**src/rtl/spd_pkg.sv**
```systemverilog
package spd_pkg;

    typedef enum logic {
        ORDER_FWD = 1'b0,
        ORDER_REV = 1'b1
    } spd_order_e;

endpackage

```
**src/rtl/spd_shift_chain.sv**
```systemverilog
module spd_shift_chain #(
    parameter int STAGES = 32
) (
    input  logic              clk,
    input  logic              rst_n,
    input  logic              ser_in,
    output logic [STAGES-1:0] stage_q,
    output logic              tail_o
);

    localparam int LAST = STAGES - 1;

    always_ff @(posedge clk) begin
        if (!rst_n) begin
            stage_q <= '0;
        end else begin
            stage_q <= {stage_q[LAST-1:0], ser_in};
        end
    end

    assign tail_o = stage_q[LAST];

endmodule

```
**src/rtl/spd_latch_bank.sv**
```systemverilog
module spd_latch_bank #(
    parameter int WIDTH = 32
) (
    input  logic             clk,
    input  logic             rst_n,
    input  logic             load,
    input  logic [WIDTH-1:0] snap_d,
    output logic [WIDTH-1:0] hold_q
);

    always_ff @(posedge clk) begin
        if (!rst_n) begin
            hold_q <= '0;
        end else if (load) begin
            hold_q <= snap_d;
        end
    end

endmodule

```
**src/rtl/spd_out_map.sv**
```systemverilog
module spd_out_map
    import spd_pkg::*;
#(
    parameter int WIDTH         = 32,
    parameter bit REVERSE_ORDER = 1'b0
) (
    input  logic [WIDTH-1:0] hold_q,
    input  logic             out_en,
    output logic [WIDTH-1:0] pins
);

    localparam spd_order_e ORDER = REVERSE_ORDER ? ORDER_REV : ORDER_FWD;

    generate
        for (genvar k = 0; k < WIDTH; k++) begin : g_pin
            if (ORDER == ORDER_REV) begin : g_rev
                assign pins[k] = out_en & hold_q[WIDTH-1-k];
            end else begin : g_fwd
                assign pins[k] = out_en & hold_q[k];
            end
        end
    endgenerate

endmodule

```
**src/rtl/spd_column_driver.sv**
```systemverilog
module spd_column_driver #(
    parameter int CHANNELS      = 32,
    parameter bit REVERSE_ORDER = 1'b0
) (
    input  logic                clk,
    input  logic                rst_n,
    input  logic                ser_in,
    input  logic                latch_en,
    input  logic                out_en,
    output logic [CHANNELS-1:0] par_out,
    output logic                ser_cascade
);

    logic [CHANNELS-1:0] sr_q;
    logic [CHANNELS-1:0] lat_q;

    spd_shift_chain #(
        .STAGES (CHANNELS)
    ) u_chain (
        .clk     (clk),
        .rst_n   (rst_n),
        .ser_in  (ser_in),
        .stage_q (sr_q),
        .tail_o  (ser_cascade)
    );

    spd_latch_bank #(
        .WIDTH (CHANNELS)
    ) u_hold (
        .clk    (clk),
        .rst_n  (rst_n),
        .load   (latch_en),
        .snap_d (sr_q),
        .hold_q (lat_q)
    );

    spd_out_map #(
        .WIDTH         (CHANNELS),
        .REVERSE_ORDER (REVERSE_ORDER)
    ) u_map (
        .hold_q (lat_q),
        .out_en (out_en),
        .pins   (par_out)
    );

endmodule

```
**config.mk**
```make
export PLATFORM = sky130hd
export DESIGN_NAME = spd_column_driver
export DESIGN_NICKNAME = d
export VERILOG_FILES = /design/src/rtl/spd_pkg.sv /design/src/rtl/spd_shift_chain.sv /design/src/rtl/spd_latch_bank.sv /design/src/rtl/spd_out_map.sv /design/src/rtl/spd_column_driver.sv
export SDC_FILE = /design/constraint.sdc
export NUM_CORES = 1
export LEC_CHECK = 0
export BUFFER_PORTS_ARGS = -buffer_cell sky130_fd_sc_hd__clkbuf_2
export CORE_MARGIN = 2
export CORE_UTILIZATION = 54
export DETAILED_ROUTE_END_ITERATION = 12
export GPL_TIMING_DRIVEN = 0
export HOLD_SLACK_MARGIN = 0.02
export PLACE_DENSITY = 0.76
export REMOVE_ABC_BUFFERS = 1
export SLEW_MARGIN = 25
export SYNTH_ARGS = -nofsm -noshare
export SYNTH_HDL_FRONTEND = slang
export SYNTH_SLANG_ARGS = --single-unit
```
**constraint.sdc**
```tcl
create_clock -name clk -period 0.8 [get_ports clk]
set_input_delay 0.12 -clock clk [delete_from_list [all_inputs] [get_ports clk]]
set_output_delay 0.12 -clock clk [all_outputs]
set_load 0.005 [all_outputs]
```
==> metrics <==
TritonCTS buffer count=9; Hold Path Class=in2reg; Tot Pwr=6.11 mW; initial antenna violation count=0; Layout Nets=between 200 and 300; PnR worst setup slack=-212 ps; core area=0.00406 mm^2; Overall Global Routing Usage=between 10% and 20%; I/O Pins=38; Max Cap Violations=0; Final Critical Period=1010 ps; Tcrit/Tclk final=126%; Reg clk slew, reported paths=70 ps; first-pass GRT wire length=5.99 mm; Worst Setup Start Kind=flop; die span in x=between 60 and 70 um; H-tree Lvls=3; Placed Instance Area=between 0.002 and 0.0025 mm^2; Synth Warn #=0; CP max FO=2; finished layout cell area=between 0.002 and 0.003 mm^2; Routed WL per cell=about 12 um; post-synth top area cell=dfxtp_1; Clock Tree Root=clkbuf_8; Compound-Gate Fraction of Synth Area=0%; dpl cells=~280; Hold Violations, Final=0; Post-DP HPWL=1.93 mm; P per Cell Area=approximately 2200 mW/mm^2; failing checks=setup timing; mux contribution to synthesized area=between 10% and 20%; largest family of logic cells by synthesized area=simple AND/OR/NAND/NOR gates; Final ANT Viol Nets=0; synthesized area=approximately 0.0023 mm^2; Overflow after GRT=0; CTS tree=yes; RSZ-0062 raised after global routing=yes; critical path endpoint category=primary output; clock tree buffer depth=2; vias per cell=4.59; CP required=680 ps; clock sinks=64; vias=1,392; layout cell share with drive strength beyond 1=between 30% and 40%; status=finished, violations left; mean area per synthesized cell=around 11 um^2; Crit Path Category=reg2out; DRT iter0 DRCs=72; Post-Synth XOR/XNOR Area=0%; Area growth syn-to-layout=21.2%; router iterations before antenna repair=4; flops & latches, synth=64; Worst Tran Pin Value=between 500 and 600 ps; adder-cell area share of the yosys netlist=0%; GPL Wtd Cong=roughly 0.63; post-synthesis sequential area ratio=~55%; pin count of the biggest net entering global routing=65; vias in the first global route=around 1.3k; Die Y=between 60 and 70 um; Total Routed Length=between 3 and 4 mm; final setup vio count=33; TNS Setup=-6250 ps; Post-Place Setup Slack=-615 ps; post-route core utilization=just under 70%; final hold slack=between 300 and 400 ps; Post-Synthesis Cells=a little over 200; library cells used by synthesis=8; number of remaining DRC errors=0; VDD IR-drop max=1320 uV; Rows=23; share of the synthesized area in the top cell type=55.4%; number of diodes=0; Synth area leaders=dfxtp_1 55%, and2_1 17%, mux2i_1 14%; Starting Density=about 57%; crit path DAT=a little under 900 ps; Slew Limit Fails=0; Pleak=approximately 1.3 nW; port bufs=37; Synth Area in Simple Gates=around a quarter; clock latency on the worst-skew pair=about 330 ps; worst clock skew=between 3 and 4 ps; fin cells=303; relative slew slack=between 60 and 70%; FMAX=just under 1 GHz; Die Area=0.00483 mm^2
-- layer usage --
metal / vias to the layer above / track usage, % / share of wire [%]
met2: 31 / 24.0 / 44
met3: 9 / 4.22 / 3.9
met5: - / 0 / 0
li1: 734 / - / -
met4: 0 / 12.4 / 2.5
met1: 618 / 19.9 / 50
-- cell type report --
| class | count | area (um^2) |
|---|---|---|
| sequential | 64 | 1320 |
| fill | 329 | 1250 |
| multi-input combinational | 128 | 936 |
| timing repair buffer | 45 | 287 |
| clock buffer | 13 | 159 |
| tap | 50 | 62.6 |
| clock inverter | 3 | 40.0 |
-- power by group --
group / internal (mW) / switching [mW]
clock: 1.60 / 1.13
combinational: 0.0770 / 0.102
sequential: 3.20 / 0.00577
-- sequential cells by signal, summed over array words and instances (netlist names) --
signal and cells:
u_chain.stage_q 32, u_hold.hold_q 32
-- cells by family (layout without fill, tap and decap cells) --
| kind of cell | after synthesis | in the layout |
|---|---|---|
| DFF | 64 | 64 |
| muxes | 32 | 32 |
| and+or+nand+nor | 96 | 96 |
| buffers and inverters | 14 | 61 |
-- cell usage in the layout (no fill, tap or decap) --
cell           synthesis  layout
and2_1                64      58
dfxtp_2                0      33
mux2i_1               32      32
nor2b_1               32      32
dfxtp_1               64      31
clkbuf_2               0      29
clkbuf_8               0      11
buf_4                  1       8
and2_4                 0       6
buf_6                  1       5
clkbuf_1               9       2
clkinv_2               0       2
clkbuf_4               0       2
bufinv_16              0       1
dlygate4sd3_1          0       1
-- timing repair --
action	4_1_cts	5_1_grt
setup endpoints to repair	65	97
endpoints found under the hold margin	1	0
hold buffers	1	0
resized for setup	33	16
setup buffers	4	3
-- worst max-delay path, stage by stage, from the launching register on --
cell      delay, ps
dfxtp_2         340
and2_4          130
clkbuf_2        100
-- synth_stat cells --
cell type  number
mux2i_1        32
buf_12          3
and2_1         64
clkbuf_1        9
buf_4           1
dfxtp_1        64
buf_6           1
nor2b_1        32
-- path summary, 6_finish.rpt --
kind | end | cells past startpoint | slack [ps] | start
worst max-delay path | par_out[2] | 2 | -210 | u_hold.hold_q[2]
worst min-delay path | u_hold.hold_q[29] | 3 | 370 | latch_en
worst max register to register | u_hold.hold_q[27] | 3 | 60 | u_hold.hold_q[27]
worst min register to register | u_chain.stage_q[3] | 1 | 450 | u_chain.stage_q[2]
Power figures use the tool's default switching activity.
